[src/rtl/dasa_enum_pkg.sv]
package dasa_enum_pkg;

  localparam logic [7:0] CCC_SETDASA = 8'h87;
  localparam logic [7:0] CCC_GETBCR  = 8'h8E;
  localparam logic [7:0] CCC_GETDCR  = 8'h8F;
  localparam logic [7:0] CCC_GETPID  = 8'h8D;

  typedef enum logic [4:0] {
    S_IDLE, S_RR0, S_TX, S_SET, S_SETW, S_RW,
    S_BCR, S_BCRW, S_BCRP, S_DCR, S_DCRW, S_DCRP,
    S_PID, S_PIDW, S_PID0, S_PID1, S_RR1, S_RR2
  } step_e;

  typedef enum logic [1:0] {ST_OK = 2'd0, ST_NACK = 2'd1, ST_BADDA = 2'd2, ST_UNDER = 2'd3} stat_e;
  typedef enum logic [1:0] {OP_SET, OP_BCR, OP_DCR, OP_PID} op_e;
  typedef enum logic [1:0] {TW_INIT, TW_DYN, TW_PIDHI, TW_CHAR} tw_e;

  // odd parity: the 8-bit address byte always carries an odd number of ones
  function automatic logic odd_par(input logic [6:0] a);
    return ~(^a);
  endfunction

  function automatic logic [7:0] addr_byte(input logic [6:0] a);
    return {a, odd_par(a)};
  endfunction

  function automatic logic [31:0] cmd_fmt(input logic [6:0] a, input logic [11:0] len,
                                          input logic rnw);
    logic [31:0] w;
    w        = '0;
    w[30]    = 1'b1;
    w[23:12] = len;
    w[7:1]   = a;
    w[0]     = rnw;
    return w;
  endfunction

endpackage

[src/rtl/dasa_cmd_build.sv]
module dasa_cmd_build
  import dasa_enum_pkg::*;
(
  input  logic        clk,
  input  logic        rst,
  input  logic        cmd_valid,
  input  op_e         op,
  input  logic [6:0]  sa,
  input  logic [6:0]  da,
  output logic [7:0]  ccc,
  output logic [31:0] word
);

  always_comb begin
    unique case (op)
      OP_SET: begin ccc = CCC_SETDASA; word = cmd_fmt(sa, 12'd1, 1'b0); end
      OP_BCR: begin ccc = CCC_GETBCR;  word = cmd_fmt(da, 12'd1, 1'b1); end
      OP_DCR: begin ccc = CCC_GETDCR;  word = cmd_fmt(da, 12'd1, 1'b1); end
      default: begin ccc = CCC_GETPID; word = cmd_fmt(da, 12'd6, 1'b1); end
    endcase
  end

  // the address assignment is a write of one byte to the static address
  assert_setdasa_shape_R3: assert property (@(posedge clk) disable iff (rst)
    (cmd_valid && ccc == CCC_SETDASA) |-> (word[0] == 1'b0 && word[23:12] == 12'd1 && word[7:1] == sa));

  // only the ID read moves six bytes
  assert_pid_len_R7: assert property (@(posedge clk) disable iff (rst)
    (cmd_valid && word[23:12] == 12'd6) |-> (ccc == CCC_GETPID && word[0]));

endmodule

[src/rtl/dasa_tbl_pack.sv]
module dasa_tbl_pack
  import dasa_enum_pkg::*;
#(
  parameter int SLOTS       = 12,
  parameter int TBL_AW      = 12,
  parameter int TBL_BASE    = 'h080,
  parameter int SLOT_STRIDE = 'h10,
  localparam int SLOT_W     = $clog2(SLOTS)
) (
  input  logic              clk,
  input  logic              rst,
  input  logic              we,
  input  tw_e               sel,
  input  logic [SLOT_W-1:0] slot,
  input  logic [6:0]        sa,
  input  logic [6:0]        da,
  input  logic [7:0]        bcr,
  input  logic [7:0]        dcr,
  input  logic [47:0]       pid,
  output logic [TBL_AW-1:0] addr,
  output logic [3:0]        be,
  output logic [31:0]       wdata
);

  localparam logic [TBL_AW-1:0] BASE = TBL_AW'(TBL_BASE);
  localparam logic [TBL_AW-1:0] STEP = TBL_AW'(SLOT_STRIDE);

  logic [TBL_AW-1:0] slot_base;
  logic [TBL_AW-1:0] word_off;

  assign slot_base = BASE + TBL_AW'(slot) * STEP;

  always_comb begin
    word_off = '0;
    be       = 4'hF;
    wdata    = '0;
    unique case (sel)
      TW_INIT:  wdata = {22'd0, 1'b1, 1'b0, addr_byte(sa)};
      TW_DYN: begin
        be    = 4'b0001;
        wdata = {22'd0, 1'b1, 1'b0, addr_byte(da)};
      end
      TW_PIDHI: begin
        word_off = TBL_AW'(4);
        wdata    = pid[47:16];
      end
      default: begin
        word_off = TBL_AW'(8);
        wdata    = {pid[15:0], bcr, dcr};
      end
    endcase
  end

  assign addr = slot_base + word_off;

  // a full-word entry write carries the device flag and an odd-weight address byte
  assert_rr0_parity_R2: assert property (@(posedge clk) disable iff (rst)
    (we && sel == TW_INIT) |-> (wdata[9] && (^wdata[7:0]) && be == 4'hF));

  // the dynamic-address update touches only the low byte lane
  assert_dyn_lane_R5: assert property (@(posedge clk) disable iff (rst)
    (we && sel == TW_DYN) |-> (be == 4'b0001 && (^wdata[7:0])));

endmodule

[src/rtl/dasa_enum_fsm.sv]
module dasa_enum_fsm
  import dasa_enum_pkg::*;
#(
  parameter int SLOTS   = 12,
  localparam int SLOT_W = $clog2(SLOTS)
) (
  input  logic              clk,
  input  logic              rst,
  input  logic              start,
  input  logic [SLOT_W-1:0] slot_sel,
  input  logic [6:0]        static_addr,
  input  logic [6:0]        dyn_addr,
  input  logic              bcr_known,
  input  logic [7:0]        bcr_value,
  input  logic              read_ext,
  input  logic              eng_done,
  input  logic              eng_nack,
  input  logic              eng_bad_addr,
  input  logic [31:0]       rx_word,
  input  logic              rx_empty,
  output logic              cmd_valid,
  output op_e               cmd_op,
  output logic              tx_push,
  output logic              rx_pop,
  output logic              tbl_we,
  output tw_e               tbl_sel,
  output logic [SLOT_W-1:0] slot_q,
  output logic [6:0]        sa_q,
  output logic [6:0]        da_q,
  output logic [7:0]        bcr_q,
  output logic [7:0]        dcr_q,
  output logic [47:0]       pid_q,
  output logic              busy,
  output logic              done,
  output stat_e             status
);

  step_e st, nxt;
  logic  bk_q, ext_q;
  logic  fin;
  stat_e fin_code;

  // named events for the checks below
  logic  accept_w, resp_bad_w, wait_st_w, pop_st_w;
  stat_e resp_code_w;

  assign accept_w    = (st == S_IDLE) && start;
  assign resp_bad_w  = eng_nack | eng_bad_addr;
  assign resp_code_w = eng_nack ? ST_NACK : ST_BADDA;
  assign wait_st_w   = (st == S_SETW) || (st == S_BCRW) || (st == S_DCRW) || (st == S_PIDW);
  assign pop_st_w    = (st == S_BCRP) || (st == S_DCRP) || (st == S_PID0) || (st == S_PID1);

  always_comb begin
    nxt      = st;
    fin      = 1'b0;
    fin_code = ST_OK;
    unique case (st)
      S_IDLE: if (start) nxt = S_RR0;
      S_RR0:  nxt = S_TX;
      S_TX:   nxt = S_SET;
      S_SET:  nxt = S_SETW;
      S_SETW: if (eng_done) begin
        if (resp_bad_w) begin fin = 1'b1; fin_code = resp_code_w; end
        else nxt = S_RW;
      end
      S_RW: begin
        if (!bk_q)      nxt = S_BCR;
        else if (ext_q) nxt = S_DCR;
        else            fin = 1'b1;
      end
      S_BCR:  nxt = S_BCRW;
      S_BCRW: if (eng_done) begin
        if (resp_bad_w) begin fin = 1'b1; fin_code = resp_code_w; end
        else nxt = S_BCRP;
      end
      S_BCRP: begin
        if (rx_empty) begin fin = 1'b1; fin_code = ST_UNDER; end
        else nxt = ext_q ? S_DCR : S_RR2;
      end
      S_DCR:  nxt = S_DCRW;
      S_DCRW: if (eng_done) begin
        if (resp_bad_w) begin fin = 1'b1; fin_code = resp_code_w; end
        else nxt = S_DCRP;
      end
      S_DCRP: begin
        if (rx_empty) begin fin = 1'b1; fin_code = ST_UNDER; end
        else nxt = S_PID;
      end
      S_PID:  nxt = S_PIDW;
      S_PIDW: if (eng_done) begin
        if (resp_bad_w) begin fin = 1'b1; fin_code = resp_code_w; end
        else nxt = S_PID0;
      end
      S_PID0: begin
        if (rx_empty) begin fin = 1'b1; fin_code = ST_UNDER; end
        else nxt = S_PID1;
      end
      S_PID1: begin
        if (rx_empty) begin fin = 1'b1; fin_code = ST_UNDER; end
        else nxt = S_RR1;
      end
      S_RR1:  nxt = S_RR2;
      S_RR2:  fin = 1'b1;
      default: nxt = S_IDLE;
    endcase
    if (fin) nxt = S_IDLE;
  end

  always_ff @(posedge clk) begin
    if (rst) begin
      st     <= S_IDLE;
      done   <= 1'b0;
      status <= ST_OK;
    end else begin
      st   <= nxt;
      done <= fin;
      if (fin) status <= fin_code;
    end
  end

  always_ff @(posedge clk) begin
    if (accept_w) begin
      slot_q <= slot_sel;
      sa_q   <= static_addr;
      da_q   <= dyn_addr;
      bk_q   <= bcr_known;
      ext_q  <= read_ext;
      bcr_q  <= bcr_value;
      dcr_q  <= '0;
      pid_q  <= '0;
    end
    if (rx_pop) begin
      unique case (st)
        S_BCRP:  bcr_q <= rx_word[7:0];
        S_DCRP:  dcr_q <= rx_word[7:0];
        S_PID0:  pid_q[47:16] <= rx_word;
        default: pid_q[15:0] <= rx_word[15:0];
      endcase
    end
  end

  always_comb begin
    busy      = (st != S_IDLE);
    tx_push   = (st == S_TX);
    rx_pop    = pop_st_w && !rx_empty;
    cmd_valid = (st == S_SET) || (st == S_BCR) || (st == S_DCR) || (st == S_PID);
    tbl_we    = (st == S_RR0) || (st == S_RW) || (st == S_RR1) || (st == S_RR2);
    unique case (st)
      S_BCR:   cmd_op = OP_BCR;
      S_DCR:   cmd_op = OP_DCR;
      S_PID:   cmd_op = OP_PID;
      default: cmd_op = OP_SET;
    endcase
    unique case (st)
      S_RW:    tbl_sel = TW_DYN;
      S_RR1:   tbl_sel = TW_PIDHI;
      S_RR2:   tbl_sel = TW_CHAR;
      default: tbl_sel = TW_INIT;
    endcase
  end

  assert_one_action_R10: assert property (@(posedge clk) disable iff (rst)
    $onehot0({tbl_we, cmd_valid, tx_push, rx_pop}));

  assert_done_idle_R10: assert property (@(posedge clk) disable iff (rst)
    done |-> !busy);

  assert_pop_safe_R9: assert property (@(posedge clk) disable iff (rst)
    rx_pop |-> !rx_empty);

  assert_nack_abort_R4: assert property (@(posedge clk) disable iff (rst)
    (wait_st_w && eng_done && eng_nack) |=> (done && status == ST_NACK && !busy));

  assert_underflow_abort_R9: assert property (@(posedge clk) disable iff (rst)
    (pop_st_w && rx_empty) |=> (done && status == ST_UNDER));

  assert_slot_hold_R11: assert property (@(posedge clk) disable iff (rst)
    (busy && $past(busy)) |-> ($stable(slot_q) && $stable(da_q)));

  assert_reset_idle_R12: assert property (@(posedge clk)
    rst |=> (!busy && !tbl_we && !done));

endmodule

[src/rtl/dasa_enum_seq.sv]
module dasa_enum_seq
  import dasa_enum_pkg::*;
#(
  parameter int SLOTS       = 12,
  parameter int TBL_AW      = 12,
  parameter int TBL_BASE    = 'h080,
  parameter int SLOT_STRIDE = 'h10,
  localparam int SLOT_W     = $clog2(SLOTS)
) (
  input  logic              clk,
  input  logic              rst,
  input  logic              start,
  input  logic [SLOT_W-1:0] slot_sel,
  input  logic [6:0]        static_addr,
  input  logic [6:0]        dyn_addr,
  input  logic              bcr_known,
  input  logic [7:0]        bcr_value,
  input  logic              read_ext,
  output logic              cmd_valid,
  output logic [7:0]        cmd_ccc,
  output logic [31:0]       cmd_word,
  output logic              tx_push,
  output logic [7:0]        tx_byte,
  input  logic              eng_done,
  input  logic              eng_nack,
  input  logic              eng_bad_addr,
  output logic              rx_pop,
  input  logic [31:0]       rx_word,
  input  logic              rx_empty,
  output logic              tbl_we,
  output logic [TBL_AW-1:0] tbl_addr,
  output logic [3:0]        tbl_be,
  output logic [31:0]       tbl_wdata,
  output logic              busy,
  output logic              done,
  output logic [1:0]        status
);

  op_e               op_w;
  tw_e               tsel_w;
  stat_e             stat_w;
  logic [SLOT_W-1:0] slot_w;
  logic [6:0]        sa_w, da_w;
  logic [7:0]        bcr_w, dcr_w;
  logic [47:0]       pid_w;

  dasa_enum_fsm #(.SLOTS(SLOTS)) u_fsm (
    .clk(clk), .rst(rst), .start(start), .slot_sel(slot_sel),
    .static_addr(static_addr), .dyn_addr(dyn_addr), .bcr_known(bcr_known),
    .bcr_value(bcr_value), .read_ext(read_ext), .eng_done(eng_done),
    .eng_nack(eng_nack), .eng_bad_addr(eng_bad_addr), .rx_word(rx_word),
    .rx_empty(rx_empty), .cmd_valid(cmd_valid), .cmd_op(op_w), .tx_push(tx_push),
    .rx_pop(rx_pop), .tbl_we(tbl_we), .tbl_sel(tsel_w), .slot_q(slot_w),
    .sa_q(sa_w), .da_q(da_w), .bcr_q(bcr_w), .dcr_q(dcr_w), .pid_q(pid_w),
    .busy(busy), .done(done), .status(stat_w)
  );

  dasa_cmd_build u_cmd (
    .clk(clk), .rst(rst), .cmd_valid(cmd_valid), .op(op_w), .sa(sa_w), .da(da_w),
    .ccc(cmd_ccc), .word(cmd_word)
  );

  dasa_tbl_pack #(
    .SLOTS(SLOTS), .TBL_AW(TBL_AW), .TBL_BASE(TBL_BASE), .SLOT_STRIDE(SLOT_STRIDE)
  ) u_tbl (
    .clk(clk), .rst(rst), .we(tbl_we), .sel(tsel_w), .slot(slot_w), .sa(sa_w),
    .da(da_w), .bcr(bcr_w), .dcr(dcr_w), .pid(pid_w),
    .addr(tbl_addr), .be(tbl_be), .wdata(tbl_wdata)
  );

  assign tx_byte = {1'b0, da_w};
  assign status  = stat_w;

endmodule

[config.mk]
export PLATFORM = sky130hd
export DESIGN_NAME = dasa_enum_seq
export DESIGN_NICKNAME = d
export VERILOG_FILES = /design/src/rtl/dasa_enum_pkg.sv /design/src/rtl/dasa_cmd_build.sv /design/src/rtl/dasa_tbl_pack.sv /design/src/rtl/dasa_enum_fsm.sv /design/src/rtl/dasa_enum_seq.sv
export SDC_FILE = /design/constraint.sdc
export NUM_CORES = 1
export LEC_CHECK = 0
export ABC_AREA = 1
export BUFFER_PORTS_ARGS = -buffer_cell sky130_fd_sc_hd__buf_2
export CORE_ASPECT_RATIO = 1.75
export CORE_MARGIN = 4
export CORE_UTILIZATION = 30
export CTS_CLUSTER_SIZE = 10
export DETAILED_ROUTE_END_ITERATION = 12
export MAX_ROUTING_LAYER = met4
export PLACE_DENSITY = 0.57
export RECOVER_POWER = 50
export SLEW_MARGIN = 20
export SYNTH_ARGS = -nofsm -noshare
export SYNTH_HDL_FRONTEND = slang
export SYNTH_HIERARCHICAL = 1
export SYNTH_SLANG_ARGS = --single-unit
[constraint.sdc]
create_clock -name clk -period 2 [get_ports clk]
set_clock_uncertainty 0.05 [all_clocks]
set_input_delay 0.3 -clock clk [delete_from_list [all_inputs] [get_ports clk]]
set_output_delay 0.3 -clock clk [all_outputs]
set_load 0.03 [all_outputs]
# After elaboration in Yosys (flattened, before gate mapping)
# Cells that the tools add are included.
dict set report classes {
  n_addsub 2
  n_eq_ne 35
  n_mux 45
  bitwise 4
  n_reduce_logical 25
}
# operator count
set op_table {}
lappend op_table {{$mux 48} 2}
lappend op_table {{$pmux 32 s3} 1}
lappend op_table {{$pmux 5 s18} 1}
lappend op_table {{$mux 5} 16}
lappend op_table {{$mux 8} 6}
lappend op_table {{$eq 5x4->1 const B} 8}
lappend op_table {{$mux 32} 1}
lappend op_table {{$pmux 15 s2} 1}
lappend op_table {{$ne 2x2->1 const B} 13}
lappend op_table {{$eq 5x3->1 const B} 4}
lappend op_table {{$mux 16} 1}
lappend op_table {{$reduce_and 15->1} 1}
lappend op_table {{$reduce_xor 7->1} 2}
lappend op_table {{$add 12x4->12} 1}
lappend op_table {{$pmux 2 s3} 2}
lappend op_table {{$pmux 4 s3} 1}
lappend op_table {{$eq 5x2->1 const B} 2}
lappend op_table {{$eq 5x5->1 const B} 2}
lappend op_table {{$add 8x8->9 const A} 1}
lappend op_table {{$logic_or 1x1->1} 9}
lappend op_table {{$mux 2} 4}
lappend op_table {{$pmux 4 s2} 1}
lappend op_table {{$reduce_or 4->1} 2}
lappend op_table {{$reduce_or 2->1} 3}
lappend op_table {{other kinds (16)} 26}
dict set report totals {
  register_bits 92
  inputBits 67
  output_inout_bits 104
}

# Depth between registers and ports, before layout
# Gate-level depths: netlist of run 1.
dict set report depth {
  ltp_word 6
  ltp_mapped 12
  mapped_depth_nobuf 11
}

# By module
# Netlist of run 1, hierarchy kept.
# mod n_inst cells_each area_per_inst_um2 seq_area_each_um2
set modules_own_cells {}
lappend modules_own_cells {dasa_enum_fsm 1 467 3756.1 2042.0}
lappend modules_own_cells {dasa_tbl_pack 1 135 818.3 0.0}
lappend modules_own_cells {dasa_cmd_build 1 61 382.9 0.0}
lappend modules_own_cells {dasa_enum_seq 1 2 11.3 0.0}

# Worst setup path before layout of run 1
# OpenSTA, ideal clock, no wires.
dict set report synth_path {
  path_type {register to output}
  from {register u_fsm.st[0]}
  to {output port cmd_word[1]}
  arrival_ns 1.974
  required_time_ns 1.650
  slack_ns -0.324
  path_stages_with_launch 11
  path_buffers 1
  cell_sequence {dfxtp_1 -> buf_2 -> nor2_4 -> nand2_1 -> nor2_1 -> nor2_1 -> inv_1 -> ha_1 -> inv_2 -> nand3_1 -> nand2_1}
}
dict set report synth_via {
  elab_chain_cells 5
  elab_cells_between_ends 9
  classes_between {5 x eq/ne; 2 x mux; 2 x reduce/logical}
}
# element line
set synth_lines {}
lappend synth_lines {{start: declaration} dasa_enum_fsm.sv:38} ;# step_e st, nxt;
lappend synth_lines {{start signal: assignment} dasa_enum_fsm.sv:115} ;# st <= nxt;
lappend synth_lines {{$eq 5x4->1 or $eq 5x3->1 (tied branches)} dasa_enum_fsm.sv:148} ;# unique case (st)
lappend synth_lines {{$pmux 2 s3 *} dasa_enum_fsm.sv:148}
lappend synth_lines {{named net op_w[0]} dasa_enum_seq.sv:39} ;# op_e op_w;
lappend synth_lines {{$eq 2x1->1 or $eq 2x2->1 (tied branches)} dasa_cmd_build.sv:15} ;# unique case (op)
lappend synth_lines {{$reduce_or 2->1 (no source line)} -}
lappend synth_lines {{$pmux 15 s2 *} dasa_cmd_build.sv:15}
lappend synth_lines {{end: declaration} dasa_enum_seq.sv:21} ;# output logic [31:0] cmd_word,
# The timed path passes the listed nets; every way through them passes the cells marked *.

# Worst setup path after layout of run 1
# Same ends and word-level chain as after synthesis.

==> metrics.md, run 1 <==
| Metric | Value |
|---|---|
| Synth warn | 6 |
| Placed cells | around 1000 |
| Total CTS buffers | 9 |
| Clk pin slew, worst setup/hold paths | approximately 0.080 ns |
| Clk pwr share | between 15 and 20% |
| Post-Layout Cell Count | between 1000 and 1500 |
| DRT iter0 DRCs | around 200 |
| Top sig layer | met4 |
| Vias in the first global route | 4884 |
| Detailed placement HPWL | 12.6 mm |
| Most used cell, CP | buf_6 |
| Synthesis-stage register bit count | 92 |
| CTS tree | built |
| Largest cells by area after synthesis | dfxtp_1 29%, nand2_1 16%, edfxtp_1 12% |
| Sw Share | 42.9% |
| Starting Density | 30.4% |
| Failing checks | setup timing |
| Final setup viols | 51 |
| Vias per cell | 4.56 |
| Area delta synth->final | 46.6% |
| Synthesized instance count | between 600 and 700 |
| Dpl ws | -0.390 ns |
| Metal1 wirelength | 6.57 mm |
| Setup crit end kind | primary output |
| Worst-skew pair later-pin latency | 0.34 ns |
| Reg power frac | between 20 and 30% |
| Final Total Pwr | 9.02 mW |
| Post-Syn Area per Cell | around 7.5 um2 |
| Min setup slack post-route | -0.304 ns |
| Commonest cells after routing, fill and taps aside | 187 x nand2_1, 72 x buf_2, 67 x dfxtp_1 |
| Worst path max stage delay | 0.37 ns |
| Largest net degree at the start of global routing | 39 |
| Post-Synthesis Cell Area | ~5000 um2 |
| Antenna violations before repair | 1 |
| Die Wd | 105 um |
| CTS root buf | clkbuf_16 |
| Share of post-route cells with drive strength above 1 | 38.9% |
| Routed WL | 16.7 mm |
| Maxcap violations | 0 |
| Top Ports | 171 |
| Met2 routed WL | 8.93 mm |
| Gr usage total | roughly 18% |
| PortBufs | 137 |
| Unique masters post-synth | 34 |
| Final period util | 115% |
| Gpl congestion | slightly above 0.9 |
| Worst R2R Setup Slack | 0.12 ns |
| DIE AREA | 18800 um2 |
| Wirelength per Cell | 15.4 um |
| Sink Count | 92 |
| RSZ-0062 raised after global routing | yes |
| Post-route DRC | 0 |
| Worst hold slack | about 0.075 ns |
| Cell taking the most area after synthesis | dfxtp_1 |
| Final Max Tran Viols | 0 |
| CP max-delay cell | dfxtp_4 |
| Worst Setup Start Kind | flip-flop |
| VDD IR max | 0.000509 V |
| Vias | 4923 |
| ANT nets after route | 0 |
| Crit-path cells | buf_6 -> nor2_4 -> nand2_4 -> o21ai_4 -> buf_6 -> ha_4 -> buf_6 -> o21ai_1 -> nand2_1 -> buf_6 |
| WS Path Type | flip-flop to primary output |
| Core ar. | 16400 um2 |
| Share of the synthesized area in the top cell type | roughly 29% |
| CP required | 1.65 ns |
| Final hold violation count | 0 |
| Status | complete, but fails checks |
| DR WL met3 | 605 um |
| Remaining Overflow, GRT | 0 |
| First-pass DRT Iterations | 4 |
| Wire length of the first global-routing pass | 25.7 mm |
| CP max FO | 6 |
| Floorplan row count | 62 |
| Pwr Density | roughly 1200 nW/um2 |
| Sequential cell area fraction in the yosys report | 41.1% |
| Combinational Power Share | 50.8% |
| WP data arrival | 1.95 ns |
| Min cycle time layout | 2.30 ns |
| Die Ht | 178 um |
| Commonest non-fill, non-tap cell in the layout | nand2_1 |
| Worst hold-check path type | primary input to flip-flop |
| Internal | 5.15 mW |
| Net Switching | 3.87 mW |
| Net count, final | 920 |
| H-tree levels | 3 |
| CTS Hold Bufs | 0 |
| Fmax | 434 MHz |
| Clk buf depth | 2 |
| Leak pwr | 3.39 nW |
## path summary, 6_finish.rpt
kind                                 startpoint               to  cells after the start
worst max-delay path                u_fsm/st[0]      cmd_word[1]                     10
worst min register to register  u_fsm/pid_q[11]  u_fsm/pid_q[11]                      2
worst min-delay path                slot_sel[2]  u_fsm/slot_q[2]                      1
worst max register to register      u_fsm/st[2]  u_fsm/pid_q[32]                     11
## Yosys cell counts, drive strengths merged
cell type / instances
clkbuf: 2
edfxtp: 20
o2111ai: 7
dfxtp: 72
nand3b: 3
a21oi: 6
conb: 5
a22o: 23
nand2: 217
inv: 46
nor3: 1
xnor2: 3
a31oi: 8
nand4: 5
nor2: 58
buf: 67
xor2: 2
clkinv: 1
nand3: 70
o21ai: 44
ha: 3
o211ai: 2
## worst max-delay path, delay by kind of cell (launching register included)
kind / cells / cell delay (ns)
AOI/OAI and AO/OA: 2 / 0.22
adders and majority gates: 1 / 0.21
buffers and inverters: 4 / 0.53
DFF: 1 / 0.37
and+or+nand+nor: 3 / 0.29
## power groups by stage
stage / Clock (mW) / Sequential, mW / Combinational (mW)
after floorplan: 0 / 2.63 / 2.54
after global placement: 0 / 2.66 / 3.88
after detailed placement: 0 / 2.66 / 3.89
after CTS: 1.82 / 2.65 / 4.45
after global routing: 1.89 / 2.72 / 4.96
final: 1.77 / 2.67 / 4.58
## cell families after synthesis
group	synth area share (%)
and+or+nand+nor	31.0
AOI/OAI and AO/OA	11.7
buffers and inverters	14.2
DFF	41.1
adders and majority gates	0.756
other	0.378
xor gates and xnor gates	0.882
## metrics by stage
| step | utilization, % | TNS [ns] | area, um2 |
|---|---|---|---|
| after global routing | 44.5 | -12.49 | 7280 |
| final | 44.5 | -8.56 | 7280 |
| after global placement | 37.8 | -14.09 | 6190 |
| after CTS | 42.8 | -12.28 | 7010 |
| after detailed placement | 37.8 | -13.13 | 6190 |
| after floorplan | - | -0.211 | 5210 |
## registers in the layout (all words and copies together), names as in the netlist, 2 cells and up
name,cells
u_fsm/dcr_q,8
u_fsm/bcr_q,8
u_fsm/st,5
u_fsm/status,2
u_fsm/da_q,7
u_fsm/sa_q,7
u_fsm/pid_q,48
u_fsm/slot_q,4
## timing repair
item                                    CTS  global route
resized for setup                       126            70
pin swaps                                17             8
endpoints found under the setup margin   54            58
cloned                                    1             0
buffers inserted                         10            13
## area by class of cell
cell class                 instances  area, um2
fill                            1663       9080
multi-input combinational        486       2680
sequential                        92       2060
timing repair buffer             214       1760
tap                              224        280
clock buffer                      10        229
inverter                          47        205
clock inverter                     6       68.8
antenna                            1       2.50
## metal layers
metal / track usage [%] / vias to the layer above
met3: 2.14 / 28
met5: - / -
li1: - / 2481
met2: 32.8 / 153
met4: 6.90 / 0
met1: 19.7 / 2261
No activity file was read; power rests on OpenSTA's default activity.
==> run 2: changes to the inputs <==
Settings changed: CAP_MARGIN set to 20, CORE_MARGIN 4 to 2.
==> metrics.md, run 2 (synthesis results as in run 1) <==
| Metric | Value |
|---|---|
| Status | complete, but fails checks |
| Failing checks | setup timing |
| Seq. cell area | 2060 um2 |
| Fill cells | between 1500 and 2000 |
| Die Wd | 101 um |
| Min setup slack post-route | -0.341 ns |
| Diode count | 0 |
| Final Core Density | 44.8% |
| CTS root buf | clkbuf_16 |
| Slew headroom | 62.6% |
| Vias in the first global route | 4867 |
| Largest registers | u_fsm/pid_q x48, u_fsm/bcr_q x8, u_fsm/dcr_q x8 |
| Starting Density | 30.5% |
| Top Ports | ~170 |
| VDD IR max | 0.000534 V |
| Net count, final | a little over 900 |
| Leak pwr | 3.45 nW |
| Wirelength per Cell | approximately 16 um |
| CP required | 1.65 ns |
| Pwr Density | 1240 nW/um2 |
| Post-route DRC | 0 |
| Final Total Pwr | 9.03 mW |
| Max reg flops | 48 |
| Final hold violation count | 0 |
| Final setup viols | 102 |
| Area delta synth->final | 46.8% |
| Commonest cells after routing, fill and taps aside | 193 x nand2_1, 73 x buf_4, 67 x buf_2, 67 x dfxtp_1, 63 x nand3_1 |
| Crit-path cells | buf_6 -> inv_4 -> nand2_4 -> nor2_2 -> nor2_2 -> inv_2 -> buf_6 -> ha_4 -> buf_6 -> o21ai_2 -> nand2_2 -> buf_6 |
| Worst-skew pair later-pin latency | 0.35 ns |
| PortBufs | 137 |
| Most flops, register | u_fsm/pid_q |
| Worst-Margin Slew | 0.561 ns |
| Wire length of the first global-routing pass | between 20 and 30 mm |
| Largest net degree at the start of global routing | between 60 and 70 |
| Clk buf depth | 2 |
| Maxcap violations | 0 |
| Final period util | 117% |
| Commonest non-fill, non-tap cell in the layout | nand2_1 |
| Sink Count | 92 |
| DIE AREA | 17600 um2 |
| Die Ht | ~170 um |
| Floorplan row count | 62 |
| H-tree levels | 3 |
| Setup crit end kind | primary output |
| DRT iter0 DRCs | 154 |
| Most used cell, CP | buf_6 |
| Share of post-route cells with drive strength above 1 | 39.5% |
| Worst hold slack | 0.0669 ns |
| Detailed placement HPWL | 11.9 mm |
| Cell area after layout | 7300 um2 |
| Gr usage total | 19.2% |
| WS Path Type | flip-flop to primary output |
| First-pass DRT Iterations | 4 |
| Worst path buffer plus inverter count | 6 |
| Remaining Overflow, GRT | 0 |
| CTS tree | built |
| Worst hold-check path type | primary input to flip-flop |
| Core ar. | 16300 um2 |
| Vias per cell | around 4.7 |
| CTS Hold Bufs | 0 |
| Gpl congestion | 0.895 |
| Worst Setup Start Kind | flip-flop |
| Clk pin slew, worst setup/hold paths | 0.08 ns |
| Fmax | 427 MHz |
| Worst path max stage delay | 0.39 ns |
| CP top delay family | buffers and inverters |
| Total CTS buffers | 9 |
| Multi-input gate area | 2680 um2 |
| Antenna violations before repair | 0 |
| Min cycle time layout | 2.34 ns |
| Vias | 5027 |
| CP max FO | 6 |
| CP max-delay cell | dfxtp_4 |
| Routed WL | 16.6 mm |
| RSZ-0062 raised after global routing | yes |
| Placed cell areas | 6110 um2 |
| WP data arrival | 1.99 ns |
| Final Max Tran Viols | 0 |
| ANT nets after route | 0 |
-- run 2: cell count changes in the layout (fill, tap and decap cells not counted), moves of 5 or more --
cell | previous run | this run
buf_2 | 72 | 67
buf_4 | 52 | 73
nand2_1 | 187 | 193
nand2_2 | 21 | 15
nor2_2 | 4 | 9
-- run 2: timing repair --
item,in CTS,in global routing
endpoints found under the setup margin,54,91
endpoints found under the hold margin,0,0
setup buffers,24,12
gates resized for setup,147,44
cloned,1,0
pin swaps,17,14
-- run 2: where the power goes --
group / total [mW] / leakage (nW) / internal [mW] / switching [mW]
Combinational: 4.67 / 2.53 / 1.88 / 2.79
Clock: 1.70 / 0.146 / 0.877 / 0.822
Sequential: 2.66 / 0.775 / 2.35 / 0.308
Total: 9.03 / 3.45 / 5.10 / 3.93
-- run 2: per-stage QoR --
| step | TNS [ns] | cells | worst slack, ns |
|---|---|---|---|
| finish | -15.06 | 1062 | -0.341 |
| CTS | -14.40 | 1051 | -0.355 |
| floorplan | -0.211 | 693 | -0.0869 |
| detailed placement | -14.72 | 1010 | -0.419 |
| global route | -24.22 | 1062 | -0.420 |
| global placement | -13.70 | 1010 | -0.383 |
-- run 2: area by class of cell --
type                            instances  share of cell area (%)
Multi-Input combinational cell        486                    36.7
Clock inverter                          7                   0.892
Inverter                               47                    2.71
Clock buffer                            9                    3.09
Timing Repair Buffer                  229                    25.1
Sequential cell                        92                    28.2
Tap cell                              192                    3.29
-- run 2: final timing paths --
path / from / to / slack, ns / cells after the start
setup / recovery: u_fsm/st[3] / cmd_word[6] / -0.34 / 12
hold reg to reg: u_fsm/pid_q[8] / u_fsm/pid_q[8] / 0.42 / 2
hold / removal: dyn_addr[5] / u_fsm/da_q[5] / 0.07 / 1
setup reg to reg: u_fsm/st[0] / u_fsm/dcr_q[7] / -0.06 / 7
-- run 2: per-layer routing --
metal / vias up / routed length, um / share of wire [%] / GRT usage [%]
met3: 44 / 667 / 4.0 / 1.69
met4: 0 / 793 / 4.8 / 11.0
met1: 2296 / 6210 / 37 / 19.8
li1: 2505 / - / - / -
met2: 182 / 8980 / 54 / 34.5
met5: - / 0 / 0 / -
==> run 3: changes to the inputs <==
Settings changed: PLACE_DENSITY 0.57 to 0.59.
==> metrics.md, run 3 (synthesis results as in run 1) <==
| Metric | Value |
|---|---|
| Reg power frac | around 29% |
| Gr usage total | 18.5% |
| Maxcap violations | 0 |
| Min cycle time layout | 2.37 ns |
| Net Switching | 3.98 mW |
| Status | complete, but fails checks |
| Vias | 4959 |
| Die Wd | just over 100 um |
| Max reg flops | 48 |
| Wirelength per Cell | about 16 um |
| Die Ht | 174 um |
| Worst-Margin Slew | 0.594 ns |
| Share of post-route cells with drive strength above 1 | 39.5% |
| Worst hold start | bcr_known |
| Core ar. | around 16000 um2 |
| GR Layer Usage met1 | 19.9% |
| Post-route DRC | 0 |
| Clk pwr share | between 10% and 20% |
| Setup crit end kind | primary output |
| Detailed placement HPWL | 11.9 mm |
| Commonest cells after routing, fill and taps aside | 189 x nand2_1, 71 x buf_6, 69 x buf_2 |
| Final hold violation count | 0 |
| Sw Share | 43.5% |
| Largest registers | u_fsm/pid_q x48, u_fsm/bcr_q x8, u_fsm/dcr_q x8 |
| Net count, final | just over 900 |
| Vias per cell | approximately 4.7 |
| Placed cells | 1008 |
| VDD IR max | about 0.00068 V |
| Internal | about 5.2 mW |
| Gpl congestion | 0.913 |
| Setup TNS | -14.03 ns |
| CTS root buf | clkbuf_16 |
| Worst R2R Setup Slack | 0.06 ns |
| Hold depth | 1 |
| Worst R2R Start | u_fsm/st[3] |
| Critical path depth in cells | 9 |
| Floorplan row count | 62 |
| Pwr Density | 1210 nW/um2 |
| Seq. cell area | ~2100 um2 |
| Top Ports | between 150 and 200 |
| Wire length of the first global-routing pass | 24.7 mm |
| CTS tree | built |
| CP max-delay cell | dfxtp_4 |
| Final setup viols | 52 |
| Final period util | 118% |
| Fmax | 423 MHz |
| PortBufs | about 140 |
| Failing checks | setup timing |
| Sink Count | between 90 and 100 |
| CP max FO | 7 |
| Starting Density | 30.5% |
| Crit-path cells | nor2_4 -> inv_2 -> nor3_4 -> inv_2 -> nor2_4 -> buf_12 -> nand2_2 -> o2111ai_4 -> buf_6 |
| Leak pwr | 3.58 nW |
| Area delta synth->final | 52.4% |
| Fill cells | 1608 |
| Clk pin slew, worst setup/hold paths | 0.08 ns |
| Clk buf depth | 2 |
| R2r worst-path depth | 8 |
| H-tree levels | 3 |
| DRT iter0 DRCs | ~230 |
| CP required | 1.65 ns |
| Worst path buffer plus inverter count | 4 |
| CP top delay family | simple AND/OR/NAND/NOR gates |
| Commonest non-fill, non-tap cell in the layout | nand2_1 |
| Multi-input gate area | 2880 um2 |
| RSZ-0062 raised after global routing | yes |
| WP data arrival | 2.02 ns |
| Routed WL | 16.6 mm |
| Most used routing layer | met2 |
| Final Total Pwr | 9.15 mW |
| Slew headroom | 60.4% |
| Final Core Density | ~46% |
| R2R Path End | u_fsm/bcr_q[5] |
| GR Util met3 | 2.53% |
| Worst Setup Start Kind | flip-flop |
| Antenna violations before repair | 1 |
| Hold path endpoint | u_fsm/bk_q |
| Worst hold-check path type | primary input to flip-flop |
| ANT nets after route | 0 |
| Worst path max stage delay | approximately 0.37 ns |
| Vias in the first global route | roughly 4800 |
| Combinational Power Share | 50.9% |
| Worst-skew pair later-pin latency | 0.34 ns |
| Largest net degree at the start of global routing | 65 |
| WS Path Type | flip-flop to primary output |
| Met2 Resource Use GR | 34.0% |
| Total CTS buffers | 9 |
| Worst hold slack | roughly 0.08 ns |
| Post-Layout Cell Count | 1054 |
| Remaining Overflow, GRT | 0 |
| Final Max Tran Viols | 0 |
| Min setup slack post-route | -0.366 ns |
| Most flops, register | u_fsm/pid_q |
| DIE AREA | 17600 um2 |
| First-pass DRT Iterations | 4 |
run 3: layout make-up:
cell class	instances	area share (%)
flip-flops and latches	92	27.2
inverters	47	2.74
well taps	192	3.17
clock inverters	7	1.17
clock buffers	9	2.97
multi-input cells	486	38.1
diodes	1	0.0331
repair buffers	220	24.6
run 3: worst reg2reg max path, cell delays in order, from the launching register on:
cell and delay, ns:
dfxtp_4 0.38, nor2_4 0.06, clkbuf_4 0.12, clkbuf_1 0.10
clkbuf_2 0.13, nand4_1 0.14, buf_4 0.53, nand2_1 0.14
a31oi_1 0.20
run 3: worst max-delay path by stage:
stage / startpoint / to
3_3_place_gp: u_fsm/st[2] / tbl_wdata[4]
5_1_grt: u_fsm/st[3] / tbl_wdata[1]
3_5_place_dp: u_fsm/st[2] / tbl_wdata[4]
6_report: u_fsm/st[3] / tbl_wdata[1]
4_1_cts: u_fsm/st[4] / cmd_word[7]
2_1_floorplan: u_fsm/st[1] / cmd_word[1]
run 3: per-stage QoR:
stage / area [um2] / worst slack [ns]
global route: 7570 / -0.431
CTS: 7060 / -0.325
floorplan: 5210 / -0.0869
detailed placement: 6100 / -0.477
global placement: 6100 / -0.440
finish: 7570 / -0.366
run 3: power by group through the flow:
stage / registers [mW] / clock network [mW] / logic [mW]
global route: 2.73 / 1.93 / 5.02
floorplan: 2.63 / 0 / 2.54
CTS: 2.65 / 1.85 / 4.48
finish: 2.68 / 1.81 / 4.66
global placement: 2.66 / 0 / 3.86
detailed placement: 2.66 / 0 / 3.86
run 3: repair_timing:
item                                    CTS  global route
hold buffers                              0             0
endpoints found under the hold margin     0             0
setup buffers                            17            13
cloned                                    1             3
endpoints found under the setup margin   54            55
pin swaps                                13            32
resized for setup                       151            89
run 3: per-layer routing:
layer  vias up  share of wire [%]
li1       2504                  -
met4         0                2.6
met2       162                 56
met3        24                4.0
met1      2269                 37
met5         -                  0
